**src/rtl/seq_pkg.sv**
```systemverilog
package seq_pkg;
  typedef enum logic [1:0] {PH_T1, PH_T2, PH_T3, PH_T4} phase_e;
  typedef enum logic [2:0] {FL_SEQ, FL_CALL, FL_RET, FL_JUMP, FL_PCL, FL_SKIP, FL_INT} flow_e;
endpackage

```
**src/rtl/phase_gen.sv**
```systemverilog
module phase_gen
  import seq_pkg::*;
(
  input  logic       clk_i,
  input  logic       rst_ni,
  output phase_e     ph_o,
  output logic [3:0] phase_oh_o,
  output logic       clk_div4_o
);
  phase_e ph_q;

  always_ff @(posedge clk_i or negedge rst_ni) begin
    if (!rst_ni) ph_q <= PH_T1;
    else         ph_q <= phase_e'(ph_q + 2'd1);
  end

  assign ph_o = ph_q;

  always_comb begin
    phase_oh_o = '0;
    phase_oh_o[ph_q] = 1'b1;
  end

  assign clk_div4_o = (ph_q == PH_T1) || (ph_q == PH_T2);

  a_r1_phase_onehot: assert property (@(posedge clk_i) disable iff (!rst_ni)
    $countones(phase_oh_o) == 1);
  a_r1_t4_then_t1: assert property (@(posedge clk_i) disable iff (!rst_ni)
    phase_oh_o[3] |=> phase_oh_o[0]);
  a_r2_div_rise_at_t1: assert property (@(posedge clk_i) disable iff (!rst_ni)
    $rose(clk_div4_o) |-> phase_oh_o[0]);
endmodule

```
**src/rtl/ret_stack.sv**
```systemverilog
module ret_stack #(
  parameter int DEPTH = 8,
  parameter int W     = 12
) (
  input  logic         clk_i,
  input  logic         rst_ni,
  input  logic         push_i,
  input  logic         pop_i,
  input  logic [W-1:0] din_i,
  output logic [W-1:0] dout_o
);
  localparam int AW = (DEPTH > 1) ? $clog2(DEPTH) : 1;
  localparam int CW = $clog2(DEPTH + 1);

  logic [W-1:0]  mem_q [DEPTH];
  logic [AW-1:0] wp_q;
  logic [CW-1:0] cnt_q;
  logic [AW-1:0] top_idx;

  assign top_idx = (wp_q == '0) ? AW'(DEPTH - 1) : wp_q - 1'b1;
  assign dout_o  = mem_q[top_idx];

  always_ff @(posedge clk_i or negedge rst_ni) begin
    if (!rst_ni) begin
      wp_q  <= '0;
      cnt_q <= '0;
      for (int i = 0; i < DEPTH; i++) mem_q[i] <= '0;
    end else if (push_i) begin
      mem_q[wp_q] <= din_i;  // overwrites oldest when full
      wp_q        <= (wp_q == AW'(DEPTH - 1)) ? '0 : wp_q + 1'b1;
      if (cnt_q != CW'(DEPTH)) cnt_q <= cnt_q + 1'b1;
    end else if (pop_i && cnt_q != '0) begin
      wp_q  <= top_idx;
      cnt_q <= cnt_q - 1'b1;
    end
  end

  a_r12_depth_bound: assert property (@(posedge clk_i) disable iff (!rst_ni)
    cnt_q <= CW'(DEPTH));
  a_r12_empty_pop_stays: assert property (@(posedge clk_i) disable iff (!rst_ni)
    (pop_i && !push_i && cnt_q == '0) |=> cnt_q == '0);
  a_r12_push_full_stays: assert property (@(posedge clk_i) disable iff (!rst_ni)
    (push_i && cnt_q == CW'(DEPTH)) |=> cnt_q == CW'(DEPTH));
endmodule

```
**src/rtl/fetch_seq.sv**
```systemverilog
module fetch_seq
  import seq_pkg::*;
#(
  parameter int PC_W      = 12,
  parameter int IW        = 16,
  parameter int PCL_W     = 8,
  parameter int DEPTH     = 8,
  parameter int NUM_INT   = 2,
  parameter int INT_BASE  = 4,
  parameter int INT_STEP  = 4,
  parameter logic [IW-1:0] NOP_WORD = '0,
  localparam int ISW = (NUM_INT > 1) ? $clog2(NUM_INT) : 1
) (
  input  logic             clk_i,
  input  logic             rst_ni,
  input  logic [IW-1:0]    instr_i,
  input  logic             jump_i,
  input  logic [PC_W-1:0]  jump_addr_i,
  input  logic             skip_i,
  input  logic             pcl_wr_i,
  input  logic [PCL_W-1:0] pcl_data_i,
  input  logic             call_i,
  input  logic             ret_i,
  input  logic             int_i,
  input  logic [ISW-1:0]   int_sel_i,
  output logic [PC_W-1:0]  pc_o,
  output logic [IW-1:0]    ir_o,
  output logic [3:0]       phase_o,
  output logic             clk_div4_o
);
  phase_e         ph;
  flow_e          flow;
  logic           cyc_end;
  logic [PC_W-1:0] pc_q, pc_nx, stk_top, vec_addr;
  logic [IW-1:0]  ir_q;

  phase_gen u_phase (
    .clk_i      (clk_i),
    .rst_ni     (rst_ni),
    .ph_o       (ph),
    .phase_oh_o (phase_o),
    .clk_div4_o (clk_div4_o)
  );

  assign cyc_end = (ph == PH_T4);

  always_comb begin
    if      (call_i)   flow = FL_CALL;
    else if (ret_i)    flow = FL_RET;
    else if (jump_i)   flow = FL_JUMP;
    else if (pcl_wr_i) flow = FL_PCL;
    else if (skip_i)   flow = FL_SKIP;
    else if (int_i)    flow = FL_INT;
    else               flow = FL_SEQ;
  end

  assign vec_addr = PC_W'(INT_BASE) + PC_W'(int_sel_i) * PC_W'(INT_STEP);

  ret_stack #(.DEPTH(DEPTH), .W(PC_W)) u_stack (
    .clk_i  (clk_i),
    .rst_ni (rst_ni),
    .push_i (cyc_end && (flow == FL_CALL || flow == FL_INT)),
    .pop_i  (cyc_end && flow == FL_RET),
    .din_i  (pc_q),
    .dout_o (stk_top)
  );

  always_comb begin
    unique case (flow)
      FL_CALL, FL_JUMP: pc_nx = jump_addr_i;
      FL_RET:           pc_nx = stk_top;
      FL_PCL:           pc_nx = {pc_q[PC_W-1:PCL_W], pcl_data_i};
      FL_INT:           pc_nx = vec_addr;
      default:          pc_nx = pc_q + 1'b1;  // sequential and skip
    endcase
  end

  always_ff @(posedge clk_i or negedge rst_ni) begin
    if (!rst_ni) begin
      pc_q <= '0;
      ir_q <= NOP_WORD;
    end else if (cyc_end) begin
      pc_q <= pc_nx;
      ir_q <= (flow == FL_SEQ) ? instr_i : NOP_WORD;
    end
  end

  assign pc_o = pc_q;
  assign ir_o = ir_q;

  a_r4_pc_hold: assert property (@(posedge clk_i) disable iff (!rst_ni)
    !phase_o[3] |=> $stable(pc_o) && $stable(ir_o));
  a_r5_seq_step: assert property (@(posedge clk_i) disable iff (!rst_ni)
    (phase_o[3] && !(call_i || ret_i || jump_i || pcl_wr_i || skip_i || int_i))
      |=> pc_o == $past(pc_o) + 1'b1);
  a_r6_flush_nop: assert property (@(posedge clk_i) disable iff (!rst_ni)
    (phase_o[3] && (call_i || ret_i || jump_i || pcl_wr_i || skip_i || int_i))
      |=> ir_o == NOP_WORD);
  a_r9_high_kept: assert property (@(posedge clk_i) disable iff (!rst_ni)
    (phase_o[3] && pcl_wr_i && !call_i && !ret_i && !jump_i)
      |=> pc_o[PC_W-1:PCL_W] == $past(pc_o[PC_W-1:PCL_W]));
endmodule

```
**config.mk**
```make
export PLATFORM = sky130hd
export DESIGN_NAME = fetch_seq
export DESIGN_NICKNAME = d
export VERILOG_FILES = /design/src/rtl/seq_pkg.sv /design/src/rtl/phase_gen.sv /design/src/rtl/ret_stack.sv /design/src/rtl/fetch_seq.sv
export SDC_FILE = /design/constraint.sdc
export NUM_CORES = 1
export LEC_CHECK = 0
export BUFFER_PORTS_ARGS = -buffer_cell sky130_fd_sc_hd__buf_2
export CAP_MARGIN = 30
export CORE_MARGIN = 3
export CORE_UTILIZATION = 50
export CTS_BUF_LIST = sky130_fd_sc_hd__clkbuf_4 sky130_fd_sc_hd__clkbuf_8
export CTS_CLUSTER_DIAMETER = 50
export DETAILED_ROUTE_END_ITERATION = 10
export PLACE_DENSITY = 0.7
export SETUP_SLACK_MARGIN = 0.1
export SYNTH_ARGS = -nofsm -noshare
export SYNTH_HDL_FRONTEND = slang
export SYNTH_HIERARCHICAL = 1
export SYNTH_SLANG_ARGS = --single-unit
```
**constraint.sdc**
```tcl
create_clock -name clk_i -period 3.7 [get_ports clk_i]
set_input_delay 0.37 -clock clk_i [delete_from_list [all_inputs] [get_ports clk_i]]
set_output_delay 0.37 -clock clk_i [all_outputs]
set_load 0.01 [all_outputs]
```
==> impl_metrics.xml, run 1 <==
<?xml version="1.0" encoding="UTF-8"?>
<metrics>
  <group name="cts">
    <metric name="tritoncts.num_buffers" unit="">17</metric>
    <metric name="cts_htree_levels" unit="">4</metric>
    <metric name="cts.path.max_buffers" unit="">2</metric>
    <metric name="cts_sinks" unit="">133</metric>
    <metric name="clkLatencyLatePin" unit="ns">0.47</metric>
    <metric name="tritoncts_clock_tree" unit="">done</metric>
    <metric name="path_clk_slew" unit="ns">0.08</metric>
    <metric name="cts_setup_buffers" unit="">0</metric>
    <metric name="root_buffer" unit="">sky130_fd_sc_hd__clkbuf_8</metric>
  </group>
  <group name="worst_hold_path">
    <metric name="worst_hold_path_type" unit="">input pin to flip-flop</metric>
  </group>
  <group name="floorplanning">
    <metric name="std_cell_rows" unit="">41</metric>
    <metric name="initial_core_util" unit="%">52.0</metric>
    <metric name="design.portCount" unit="">78</metric>
    <metric name="die_area" unit="sq um">14800</metric>
    <metric name="die_x" unit="microns">122</metric>
    <metric name="dieHeight" unit="microns">122</metric>
    <metric name="core_region_area" unit="sq um">12900</metric>
  </group>
  <group name="timing">
    <metric name="fmax" unit="MHz">299</metric>
    <metric name="setup_total_negative_slack" unit="ns">0</metric>
    <metric name="timing_hold_violations_final" unit="">0</metric>
    <metric name="drv_slew" unit="">0</metric>
    <metric name="rsz0062_at_grt" unit="">no</metric>
    <metric name="fin_crit_sh" unit="%">90.3</metric>
    <metric name="relSlewSlack" unit="%">34.6</metric>
    <metric name="final.setup_skew" unit="ns">0.0142</metric>
    <metric name="worst-slew-pin-transition" unit="ns">0.978</metric>
    <metric name="layout_min_cycle_time" unit="ns">3.34</metric>
    <metric name="setup_viol_count_final" unit="">0</metric>
  </group>
  <group name="route">
    <metric name="drt-initial-drc-count" unit="">328</metric>
    <metric name="detail_route.wirelength" unit="mm">15.7</metric>
    <metric name="post-route-drc-count" unit="">0</metric>
    <metric name="wl_per_cell" unit="microns">20.5</metric>
    <metric name="drt-vias-per-instance" unit="">5.93</metric>
    <metric name="final_antenna_net_count" unit="">0</metric>
    <metric name="drt-pass1-iter-count" unit="">5</metric>
    <metric name="via_count" unit="">4529</metric>
  </group>
  <group name="critical_path">
    <metric name="crit_path_start_kind" unit="">flip-flop</metric>
    <metric name="timing.critical_path.slowest_cell_delay" unit="ns">0.68</metric>
    <metric name="cpMaxStageDelayCell" unit="">sky130_fd_sc_hd__a2111oi_0</metric>
    <metric name="critPathCaptureType" unit="">flip-flop</metric>
    <metric name="critPathRequiredTime" unit="ns">4.02</metric>
    <metric name="worst_path_class_setup" unit="">flip-flop to flip-flop</metric>
    <metric name="timing.critical_path.arrival" unit="ns">3.66</metric>
    <metric name="path_cells" unit="">inv_2, ha_1, ha_1, nor2b_4, mux2_1, mux4_2, a21oi_1, nor2_1, a2111oi_0, nor2_1</metric>
    <metric name="timing.critical_path.fanout_max" unit="">8</metric>
  </group>
  <group name="placed_design">
    <metric name="place.gp.congestion" unit="">0.818</metric>
    <metric name="placed_cell_area" unit="sq um">7260</metric>
    <metric name="io_buffer_count" unit="">77</metric>
    <metric name="detailed_place_hpwl" unit="mm">10.5</metric>
  </group>
  <group name="yosys">
    <metric name="edff_count_synth" unit="">0</metric>
    <metric name="number_of_distinct_library_cell_variants_in_the_gate_level_netlist_after_synthesis" unit="">61</metric>
    <metric name="synthesized_netlist_cell_count" unit="">497</metric>
    <metric name="ys_seq_area_share" unit="%">49.7</metric>
    <metric name="synth.avg_cell_area" unit="sq um">13.5</metric>
    <metric name="ys_async_sr_fraction" unit="%">100</metric>
    <metric name="ys_warn_count" unit="">6</metric>
    <metric name="synth_flop_cell" unit="">sky130_fd_sc_hd__dfrtp_1</metric>
    <metric name="syn-cell-area" unit="sq um">6690</metric>
    <metric name="synth_fp_nets" unit="">553</metric>
    <metric name="postSynthRegisterBits" unit="">133</metric>
  </group>
  <group name="cells_and_area">
    <metric name="area_of_the_multi_input_gates" unit="sq um">3170</metric>
    <metric name="layout.nets" unit="">636</metric>
    <metric name="highest_count_cells_in_the_layout_ignoring_fill_and_taps" unit="">133 x sky130_fd_sc_hd__dfrtp_1, 112 x sky130_fd_sc_hd__mux2_2, 76 x sky130_fd_sc_hd__buf_2, 24 x sky130_fd_sc_hd__clkbuf_8, 19 x sky130_fd_sc_hd__mux2_1</metric>
    <metric name="share_of_layout_cells_above_drive_strength_1" unit="%">45.9</metric>
    <metric name="areaGrowthSynthToFinish" unit="%">14.6</metric>
    <metric name="n_antenna_cell" unit="">0</metric>
    <metric name="fillCellCount" unit="">1038</metric>
    <metric name="postLayoutCellArea" unit="sq um">7670</metric>
    <metric name="layout.cells.most_common" unit="">sky130_fd_sc_hd__dfrtp_1</metric>
    <metric name="register_area" unit="sq um">3330</metric>
  </group>
  <group name="grt">
    <metric name="global_route.overflow_total" unit="">0</metric>
    <metric name="number_of_global_route_vias_before_repair" unit="">4659</metric>
    <metric name="grt_pass1_wl" unit="mm">25.0</metric>
    <metric name="grt_start_max_net_pins" unit="">79</metric>
    <metric name="gr-usage-all-layers" unit="%">22.4</metric>
    <metric name="grt_antenna_before_repair" unit="">0</metric>
  </group>
  <group name="outcome">
    <metric name="status" unit="">complete, no violations</metric>
  </group>
  <group name="flow_run">
    <metric name="cap_violations" unit="">0</metric>
  </group>
  <group name="power">
    <metric name="leakagePower" unit="nW">3.64</metric>
    <metric name="power.density_cell_area" unit="nW/um^2">725</metric>
    <metric name="vdd.ir_drop.worst" unit="V">0.000396</metric>
  </group>
</metrics>
-- report_power, final --
part	switching (W)	internal, W	leakage [nW]
registers	0.000416	0.00196	1.74
logic	0.000832	0.00121	1.70
clock network	0.000532	0.000612	0.203
total	0.00178	0.00378	3.64
-- worst paths after layout --
path	startpoint	end	slack, ns	cells after the start
min in group asynchronous	rst_ni	u_stack/mem_q[45]	0.28	2
max in group asynchronous	rst_ni	ir_o[1]	2.51	4
min	instr_i[3]	ir_o[3]	0.12	2
max reg2reg	u_stack/wp_q[1]	pc_o[7]	0.36	10
max	u_stack/wp_q[1]	pc_o[7]	0.36	10
min reg2reg	u_stack/mem_q[4]	u_stack/mem_q[4]	0.50	1
-- synthesized netlist by cell type, drive strengths merged, types with 2 or more instances --
| cell type | number | area share, % |
|---|---|---|
| o311ai | 2 | 0.26 |
| nor2 | 16 | 0.90 |
| a21o | 4 | 0.47 |
| clkbuf | 8 | 0.75 |
| mux4 | 14 | 4.7 |
| nor3 | 11 | 1.1 |
| nand2b | 4 | 0.37 |
| o2bb2ai | 4 | 0.52 |
| mux2 | 141 | 24 |
| o21ai | 5 | 0.37 |
| a221oi | 9 | 1.2 |
| buf | 20 | 2.1 |
| a22o | 18 | 2.4 |
| a21oi | 13 | 0.97 |
| nand2 | 18 | 1.0 |
| nand3 | 11 | 0.82 |
| a22oi | 2 | 0.22 |
| nand4 | 5 | 0.47 |
| xnor2 | 2 | 0.26 |
| a2111oi | 2 | 0.26 |
| a222oi | 2 | 0.30 |
| inv | 10 | 0.56 |
| or3 | 6 | 0.64 |
| dfrtp | 133 | 50 |
| nor4 | 2 | 0.19 |
| and2 | 2 | 0.19 |
| o22a | 2 | 0.26 |
| ha | 10 | 1.9 |
-- layer usage --
layer	track usage, %	up-vias	part of all wire (%)
met3	5.39	17	4.7
met2	35.8	120	50
met5	0	-	0
met4	7.91	0	1.3
met1	30.3	2344	44
li1	-	2048	-
-- layout make-up --
type / count / share of cell area (%)
Sequential cell: 133 / 43.4
Clock buffer: 28 / 4.70
Tap cell: 172 / 2.81
Clock inverter: 3 / 0.196
Timing Repair Buffer: 92 / 7.14
Inverter: 10 / 0.489
Multi-Input combinational cell: 326 / 41.3
-- cells by family (layout without fill, tap and decap cells) --
family / after synthesis / in the layout / synth area share [%]
DFF: 133 / 133 / 49.7
and+or+nand+nor: 84 / 84 / 6.92
adders and majority gates: 11 / 11 / 2.17
muxes: 155 / 155 / 29.0
AOI/OAI and AO/OA: 73 / 73 / 8.43
xor gates and xnor gates: 3 / 3 / 0.393
buffers and inverters: 38 / 133 / 3.37
-- repair_timing --
item	in CTS	in global routing
resized for setup	0	0
endpoints found under the setup margin	0	0
endpoints found under the hold margin	0	7
hold buffers	0	1
-- state kept, by name, summed over array words and instances, names as in the netlist --
signal	cells
u_stack/cnt_q	4
pc_o	12
ir_o	16
u_phase/ph_o	2
u_stack/mem_q	96
u_stack/wp_q	3
-- worst max-delay path, delay by kind of cell, from the launching register on --
kind	cells	cell delay [ns]
compound gates	2	0.84
mux	2	0.84
buf+inv	1	0.10
fa+ha+maj	2	0.41
flops	1	0.51
simple gates	3	0.49
-- through the flow --
step           hold slack, ns  power [W]  setup WS, ns  std cells  util, %
2_1_floorplan          0.0744    0.00390         0.889        497        -
3_3_place_gp            0.481    0.00434         0.447        731     56.4
3_5_place_dp            0.487    0.00444         0.366        731     56.4
4_1_cts                0.0903    0.00560         0.332        762     59.3
5_1_grt                 0.104    0.00590         0.242        764     59.6
6_report                0.118    0.00556         0.357        764     59.6
No activity file was read; power rests on OpenSTA's default activity.
==> run 2: changes to the inputs <==
- CORE_UTILIZATION: 50 -> 40
- PLACE_DENSITY: 0.7 -> unset
- REMOVE_ABC_BUFFERS: unset -> 1
==> impl_metrics.xml, run 2 (synthesis results as in run 1) <==
<?xml version="1.0" encoding="UTF-8"?>
<metrics>
  <group name="outcome">
    <metric name="status" unit="">complete, no violations</metric>
  </group>
  <group name="timing">
    <metric name="worst_hold_slack" unit="ns">0.000859</metric>
    <metric name="fmax" unit="MHz">334</metric>
    <metric name="worst-slew-pin-transition" unit="ns">0.956</metric>
    <metric name="relSlewSlack" unit="%">36.0</metric>
    <metric name="setup_viol_count_final" unit="">0</metric>
    <metric name="fin_crit_sh" unit="%">81.0</metric>
    <metric name="setup_total_negative_slack" unit="ns">0</metric>
    <metric name="post-route-worst-setup-slack" unit="ns">0.703</metric>
    <metric name="final.setup_skew" unit="ns">0.0109</metric>
    <metric name="layout_min_cycle_time" unit="ns">3.00</metric>
    <metric name="rsz0062_at_grt" unit="">no</metric>
    <metric name="drv_slew" unit="">0</metric>
    <metric name="timing_hold_violations_final" unit="">0</metric>
  </group>
  <group name="critical_path">
    <metric name="critical_path.reg2reg.startpoint" unit="">u_stack/wp_q[1]</metric>
    <metric name="worst_path_class_setup" unit="">flip-flop to flip-flop</metric>
    <metric name="path_cells" unit="">inv_2, ha_1, ha_1, nor2b_4, buf_4, mux2_1, mux4_2, a21oi_1, nor2_1, a2111oi_0, nor2_1</metric>
    <metric name="timing.critical_path.fanout_max" unit="">18</metric>
    <metric name="crit_path_start_kind" unit="">flip-flop</metric>
    <metric name="reg2reg_to" unit="">pc_o[7]</metric>
    <metric name="timing.critical_path.from" unit="">u_stack/wp_q[1]</metric>
    <metric name="setup.reg_to_reg.worst_slack" unit="ns">0.70</metric>
    <metric name="critPathRequiredTime" unit="ns">4.03</metric>
    <metric name="crit_path_end" unit="">pc_o[7]</metric>
    <metric name="timing.critical_path.arrival" unit="ns">3.33</metric>
    <metric name="reg2reg_depth" unit="">11</metric>
    <metric name="timing.critical_path.slowest_cell_delay" unit="ns">0.50</metric>
    <metric name="critPathCaptureType" unit="">flip-flop</metric>
    <metric name="cpMaxStageDelayCell" unit="">sky130_fd_sc_hd__dfrtp_1</metric>
  </group>
  <group name="cells_and_area">
    <metric name="largest_register" unit="">u_stack/mem_q</metric>
    <metric name="highest_count_cells_in_the_layout_ignoring_fill_and_taps" unit="">133 x sky130_fd_sc_hd__dfrtp_1, 112 x sky130_fd_sc_hd__mux2_2, 76 x sky130_fd_sc_hd__buf_2, 20 x sky130_fd_sc_hd__clkbuf_8, 19 x sky130_fd_sc_hd__mux2_1</metric>
    <metric name="largest_register_ffs" unit="">96</metric>
    <metric name="layout.cells.most_common" unit="">sky130_fd_sc_hd__dfrtp_1</metric>
    <metric name="n_antenna_cell" unit="">0</metric>
    <metric name="share_of_layout_cells_above_drive_strength_1" unit="%">45.9</metric>
    <metric name="areaGrowthSynthToFinish" unit="%">15.3</metric>
    <metric name="layout.nets" unit="">633</metric>
    <metric name="instances_no_fill" unit="">806</metric>
    <metric name="fillCellCount" unit="">1478</metric>
  </group>
  <group name="cts">
    <metric name="cts_repair_resize_count" unit="">0</metric>
    <metric name="tritoncts.num_buffers" unit="">17</metric>
    <metric name="cts.path.max_buffers" unit="">2</metric>
    <metric name="cts_setup_buffers" unit="">0</metric>
    <metric name="clkLatencyLatePin" unit="ns">0.45</metric>
    <metric name="path_clk_slew" unit="ns">0.08</metric>
    <metric name="cts_htree_levels" unit="">4</metric>
    <metric name="cts_hold_buf" unit="">0</metric>
    <metric name="tritoncts_clock_tree" unit="">done</metric>
    <metric name="cts_sinks" unit="">133</metric>
    <metric name="root_buffer" unit="">sky130_fd_sc_hd__clkbuf_8</metric>
  </group>
  <group name="route">
    <metric name="drt-pass1-iter-count" unit="">5</metric>
    <metric name="detail_route.wirelength" unit="mm">16.4</metric>
    <metric name="via_count" unit="">4500</metric>
    <metric name="post-route-drc-count" unit="">0</metric>
    <metric name="wl_met2" unit="mm">7.95</metric>
    <metric name="route.met3.wl" unit="microns">844</metric>
    <metric name="routedLengthMet1" unit="mm">7.29</metric>
    <metric name="final_antenna_net_count" unit="">0</metric>
    <metric name="drt-vias-per-instance" unit="">5.58</metric>
    <metric name="wl_per_cell" unit="microns">20.4</metric>
    <metric name="routed.top_layer" unit="">met4</metric>
    <metric name="drt-initial-drc-count" unit="">255</metric>
  </group>
  <group name="flow_run">
    <metric name="cap_violations" unit="">0</metric>
  </group>
  <group name="grt">
    <metric name="global_route.overflow_total" unit="">0</metric>
    <metric name="number_of_global_route_vias_before_repair" unit="">4819</metric>
    <metric name="grt_antenna_before_repair" unit="">0</metric>
    <metric name="grt_pass1_wl" unit="mm">26.0</metric>
    <metric name="grt_start_max_net_pins" unit="">73</metric>
    <metric name="gr-usage-all-layers" unit="%">18.6</metric>
  </group>
  <group name="floorplanning">
    <metric name="dieHeight" unit="microns">135</metric>
    <metric name="initial_core_util" unit="%">41.5</metric>
    <metric name="core_region_area" unit="sq um">16100</metric>
    <metric name="die_x" unit="microns">135</metric>
    <metric name="design.portCount" unit="">78</metric>
    <metric name="die_area" unit="sq um">18300</metric>
    <metric name="std_cell_rows" unit="">46</metric>
  </group>
  <group name="placed_design">
    <metric name="dpl.cell_count" unit="">774</metric>
    <metric name="detailed_place_hpwl" unit="mm">11.0</metric>
    <metric name="place.gp.congestion" unit="">0.816</metric>
    <metric name="io_buffer_count" unit="">77</metric>
    <metric name="dpl_ws" unit="ns">0.722</metric>
  </group>
  <group name="worst_hold_path">
    <metric name="worst_hold_path_type" unit="">input pin to async pin</metric>
  </group>
  <group name="power">
    <metric name="leakagePower" unit="nW">3.63</metric>
    <metric name="vdd.ir_drop.worst" unit="V">0.000361</metric>
    <metric name="power.density_cell_area" unit="nW/um^2">737</metric>
  </group>
</metrics>
run 2: critical path: cells and delay by family, from the launching register on:
kind,cells,cell delay [ns]
compound gates,2,0.50
fa+ha+maj,2,0.40
buf+inv,2,0.40
flops,1,0.50
mux,2,0.81
simple gates,3,0.25
run 2: per-stage QoR:
stage	util [%]	cell area (sq um)	total power, W
finish	47.9	7720	0.00569
CTS	47.9	7720	0.00573
global route	47.9	7720	0.00604
global placement	45.3	7290	0.00433
detailed placement	45.3	7290	0.00443
floorplan	-	6500	0.00382
run 2: per-layer routing:
metal	vias to the layer above	track usage, %
li1	2042	-
met1	2307	24.6
met2	122	29.5
met3	29	4.42
met4	0	7.56
met5	-	0
run 2: worst min-delay path by stage:
stage	from	end	slack, ns	depth (start not counted)
finish	rst_ni	u_stack/mem_q[8]	0.0009	1
global placement	u_stack/mem_q[53]	u_stack/mem_q[53]	0.48	1
detailed placement	u_stack/mem_q[33]	u_stack/mem_q[33]	0.49	1
CTS	rst_ni	u_stack/mem_q[57]	0.02	1
global route	rst_ni	u_stack/mem_q[18]	0.03	1
floorplan	rst_ni	ir_o[0]	0.07	0
run 2: where the power goes:
part | internal (W) | switching (W)
logic | 0.00119 | 0.000832
clock network | 0.000738 | 0.000557
registers | 0.00196 | 0.000418
total | 0.00388 | 0.00181
run 2: cell type report:
class                   count  area [sq um]  share of cell area (%)
clock inverters             9           125                    1.62
inverters                  10          37.5                   0.486
repair buffers             89           490                    6.36
multi-input cells         326          3170                    41.0
clock buffers              23           298                    3.86
well taps                 216           270                    3.50
flip-flops and latches    133          3330                    43.1
==> run 3: changes to the inputs <==
- ABC_AREA: unset -> 1
- clock period: 3.7 -> 2.64 ns (I/O delays scaled with it)
==> impl_metrics.xml, run 3 <==
<?xml version="1.0" encoding="UTF-8"?>
<metrics>
  <group name="route">
    <metric name="drt-pass1-iter-count" unit="">5</metric>
    <metric name="final_antenna_net_count" unit="">0</metric>
    <metric name="post-route-drc-count" unit="">0</metric>
    <metric name="drt-initial-drc-count" unit="">440</metric>
    <metric name="wl_per_cell" unit="microns">15.1</metric>
    <metric name="drt-vias-per-instance" unit="">4.85</metric>
    <metric name="detail_route.wirelength" unit="mm">19.6</metric>
    <metric name="via_count" unit="">6277</metric>
  </group>
  <group name="grt">
    <metric name="grt_use_met2" unit="%">32.2</metric>
    <metric name="grt_start_max_net_pins" unit="">64</metric>
    <metric name="grt_pass1_wl" unit="mm">32.5</metric>
    <metric name="grt_util_met3" unit="%">5.29</metric>
    <metric name="grt_antenna_before_repair" unit="">0</metric>
    <metric name="number_of_global_route_vias_before_repair" unit="">6084</metric>
    <metric name="global_route.overflow_total" unit="">0</metric>
    <metric name="busiest_layer" unit="">met2</metric>
    <metric name="gr-usage-all-layers" unit="%">20.9</metric>
    <metric name="use_met1" unit="%">29.4</metric>
  </group>
  <group name="yosys">
    <metric name="ys_warn_count" unit="">6</metric>
    <metric name="ys_top_cells_by_count" unit="">340 x sky130_fd_sc_hd__nand2_1, 133 x sky130_fd_sc_hd__dfrtp_1, 107 x sky130_fd_sc_hd__nor2_1</metric>
    <metric name="postSynthRegisterBits" unit="">133</metric>
    <metric name="synth-adder-area-share" unit="%">1.99</metric>
    <metric name="post-synth-top-count-cell" unit="">sky130_fd_sc_hd__nand2_1</metric>
    <metric name="synth_xor_area_share" unit="%">1.32</metric>
    <metric name="ys_async_sr_fraction" unit="%">100</metric>
    <metric name="post_synth_main_area_contributors" unit="">sky130_fd_sc_hd__dfrtp_1 46%, sky130_fd_sc_hd__nand2_1 18%, sky130_fd_sc_hd__o21ai_0 6.5%</metric>
    <metric name="main_combinational_cell_family_by_area_after_synthesis" unit="">simple AND/OR/NAND/NOR gates</metric>
    <metric name="synth_flop_cell" unit="">sky130_fd_sc_hd__dfrtp_1</metric>
    <metric name="synthSimpleGateAreaFrac" unit="%">31.3</metric>
    <metric name="edff_count_synth" unit="">0</metric>
    <metric name="number_of_distinct_library_cell_variants_in_the_gate_level_netlist_after_synthesis" unit="">35</metric>
    <metric name="syn-cell-area" unit="sq um">7290</metric>
    <metric name="synthesized_netlist_cell_count" unit="">979</metric>
    <metric name="ys_seq_area_share" unit="%">45.6</metric>
    <metric name="synth_compound_area_share" unit="%">10.5</metric>
    <metric name="fraction_of_synthesized_area_in_multiplexers" unit="%">0</metric>
    <metric name="synth.avg_cell_area" unit="sq um">7.45</metric>
    <metric name="synthDominantCellAreaShare" unit="%">45.6</metric>
    <metric name="synth_largest_area_cell" unit="">sky130_fd_sc_hd__dfrtp_1</metric>
  </group>
  <group name="cells_and_area">
    <metric name="fillCellCount" unit="">1777</metric>
    <metric name="share_of_layout_cells_above_drive_strength_1" unit="%">17.5</metric>
    <metric name="areaGrowthSynthToFinish" unit="%">14.2</metric>
    <metric name="n_antenna_cell" unit="">0</metric>
    <metric name="highest_count_cells_in_the_layout_ignoring_fill_and_taps" unit="">340 x sky130_fd_sc_hd__nand2_1, 133 x sky130_fd_sc_hd__dfrtp_1, 107 x sky130_fd_sc_hd__nor2_1, 101 x sky130_fd_sc_hd__inv_1, 94 x sky130_fd_sc_hd__o21ai_0</metric>
    <metric name="largest_register" unit="">u_stack/mem_q</metric>
    <metric name="register_area" unit="sq um">3330</metric>
    <metric name="layout.nets" unit="">1112</metric>
    <metric name="final_core_density" unit="%">47.3</metric>
    <metric name="layout.cells.most_common" unit="">sky130_fd_sc_hd__nand2_1</metric>
    <metric name="area_of_the_multi_input_gates" unit="sq um">3290</metric>
    <metric name="instances_no_fill" unit="">1294</metric>
    <metric name="largest_register_ffs" unit="">96</metric>
  </group>
  <group name="floorplanning">
    <metric name="core_region_area" unit="sq um">17600</metric>
    <metric name="initial_core_util" unit="%">41.4</metric>
    <metric name="die_x" unit="microns">141</metric>
    <metric name="dieHeight" unit="microns">141</metric>
    <metric name="design.portCount" unit="">78</metric>
    <metric name="die_area" unit="sq um">19900</metric>
    <metric name="std_cell_rows" unit="">48</metric>
  </group>
  <group name="cts">
    <metric name="cts.path.max_buffers" unit="">2</metric>
    <metric name="clkLatencyLatePin" unit="ns">0.45</metric>
    <metric name="tritoncts_clock_tree" unit="">done</metric>
    <metric name="cts_repair_resize_count" unit="">0</metric>
    <metric name="cts_htree_levels" unit="">4</metric>
    <metric name="cts_sinks" unit="">133</metric>
    <metric name="cts_setup_buffers" unit="">0</metric>
    <metric name="tritoncts.num_buffers" unit="">17</metric>
    <metric name="root_buffer" unit="">sky130_fd_sc_hd__clkbuf_8</metric>
    <metric name="cts_hold_buf" unit="">1</metric>
    <metric name="path_clk_slew" unit="ns">0.08</metric>
  </group>
  <group name="critical_path">
    <metric name="timing.critical_path.fanout_max" unit="">24</metric>
    <metric name="critPathCaptureType" unit="">flip-flop</metric>
    <metric name="cpMaxStageDelayCell" unit="">sky130_fd_sc_hd__dfrtp_1</metric>
    <metric name="setup.reg_to_reg.worst_slack" unit="ns">0.39</metric>
    <metric name="reg2reg_depth" unit="">15</metric>
    <metric name="crit_path_start_kind" unit="">flip-flop</metric>
    <metric name="critPathRequiredTime" unit="ns">2.97</metric>
    <metric name="worst_path_class_setup" unit="">flip-flop to flip-flop</metric>
    <metric name="timing.critical_path.arrival" unit="ns">2.58</metric>
    <metric name="path_cells" unit="">inv_4, ha_1, clkinv_1, buf_4, nand2_1, nand3_1, nand2_1, nor2_1, nor2_1, inv_1, nor2_1, nor2_1, nand2_1, nand2_1, nand2_1</metric>
    <metric name="crit_top_cell" unit="">sky130_fd_sc_hd__nand2_1</metric>
    <metric name="critical_path.reg2reg.startpoint" unit="">u_stack/wp_q[2]</metric>
    <metric name="reg2reg_to" unit="">pc_o[3]</metric>
    <metric name="timing.critical_path.slowest_cell_delay" unit="ns">0.53</metric>
  </group>
  <group name="worst_hold_path">
    <metric name="worst_hold_path_type" unit="">input pin to flip-flop</metric>
    <metric name="worst_hold_startpoint" unit="">instr_i[7]</metric>
    <metric name="hold_path_depth" unit="">3</metric>
    <metric name="min_to" unit="">ir_o[7]</metric>
  </group>
  <group name="timing">
    <metric name="drv_slew" unit="">0</metric>
    <metric name="post-route-worst-setup-slack" unit="ns">0.391</metric>
    <metric name="layout_min_cycle_time" unit="ns">2.25</metric>
    <metric name="timing_hold_violations_final" unit="">0</metric>
    <metric name="setup_viol_count_final" unit="">0</metric>
    <metric name="worst-slew-pin-transition" unit="ns">0.598</metric>
    <metric name="fmax" unit="MHz">445</metric>
    <metric name="rsz0062_at_grt" unit="">no</metric>
    <metric name="fin_crit_sh" unit="%">85.2</metric>
    <metric name="worst_hold_slack" unit="ns">0.0726</metric>
    <metric name="final.setup_skew" unit="ns">0.0108</metric>
    <metric name="relSlewSlack" unit="%">60.1</metric>
  </group>
  <group name="power">
    <metric name="leakagePower" unit="nW">4.34</metric>
    <metric name="power.density_cell_area" unit="nW/um^2">1150</metric>
    <metric name="internal_pwr_total" unit="W">0.00542</metric>
    <metric name="p_clk_share" unit="%">20.1</metric>
    <metric name="p_switching" unit="W">0.00417</metric>
    <metric name="power.share.sequential" unit="%">34.3</metric>
    <metric name="power.switching_fraction" unit="%">43.5</metric>
    <metric name="vdd.ir_drop.worst" unit="V">0.000506</metric>
    <metric name="post_layout_power" unit="W">0.00959</metric>
    <metric name="power.combinational.fraction" unit="%">45.6</metric>
  </group>
  <group name="placed_design">
    <metric name="dpl.cell_count" unit="">1261</metric>
    <metric name="io_buffer_count" unit="">77</metric>
    <metric name="dpl_ws" unit="ns">0.229</metric>
    <metric name="detailed_place_hpwl" unit="mm">12.8</metric>
    <metric name="place.gp.congestion" unit="">0.790</metric>
  </group>
  <group name="outcome">
    <metric name="status" unit="">complete, no violations</metric>
  </group>
  <group name="flow_run">
    <metric name="cap_violations" unit="">0</metric>
  </group>
</metrics>
==> run 3: changes by cell type after synthesis, sizes merged, moves of 5 or more <==
cell and change:
nand4 +5, inv +101, mux2 -141, o21ai +121, or3 -6, nor3 -8, buf +8, a221oi -9
mux4 -14, nand3 +35, xor2 +6, nand2 +337, a22o -18, nor2 +103
==> run 3: per-layer routing <==
| layer | vias up | wire (microns) |
|---|---|---|
| li1 | 3190 | - |
| met5 | - | 0 |
| met3 | 22 | 1130 |
| met2 | 156 | 8850 |
| met1 | 2909 | 9360 |
| met4 | 0 | 263 |
==> run 3: worst max-delay path, delay by kind of cell (launching register included) <==
| kind | cells | cell delay, ns |
|---|---|---|
| and+or+nand+nor | 10 | 0.69 |
| buffers and inverters | 4 | 0.54 |
| adders and majority gates | 1 | 0.36 |
| DFF | 1 | 0.53 |
==> run 3: area by class of cell <==
type / instances / area share, %
clock buffer: 20 / 3.23
clock inverter: 12 / 2.10
inverter: 113 / 5.12
tap: 225 / 3.38
sequential: 133 / 40.0
timing repair buffer: 96 / 6.75
multi-input combinational: 695 / 39.5
==> run 3: per-stage QoR <==
stage / TNS [ns] / cell area, sq um
detailed placement: 0 / 7870
global route: 0 / 8330
global placement: 0 / 7870
floorplan: -13.28 / 7040
finish: 0 / 8330
CTS: 0 / 8330
==> run 3: worst max path at each step <==
stage                         start          endpoint  cells past startpoint
floorplan           u_stack/wp_q[0]           pc_o[2]                     14
global placement           pcl_wr_i  u_stack/cnt_q[3]                     15
detailed placement         pcl_wr_i  u_stack/cnt_q[3]                     15
CTS                 u_stack/wp_q[2]           pc_o[3]                     15
global route        u_stack/wp_q[1]           pc_o[3]                     16
finish              u_stack/wp_q[2]           pc_o[3]                     15
==> run 3: power groups by stage <==
stage	Sequential, W	Clock (W)	Combinational, W
floorplan	0.00327	0	0.00298
global placement	0.00331	0	0.00432
detailed placement	0.00331	0	0.00438
CTS	0.00329	0.00198	0.00440
global route	0.00340	0.00207	0.00509
finish	0.00329	0.00193	0.00438
==> run 3: kinds of logic (layout without fill, tap and decap cells) <==
group / after synthesis / in the layout
AO/OA/AOI/OAI: 139 / 139
XOR/XNOR: 11 / 11
adder cells (fa/ha/maj): 11 / 11
buffers and inverters: 151 / 241
flip-flops: 133 / 133
AND/OR/NAND/NOR: 534 / 534
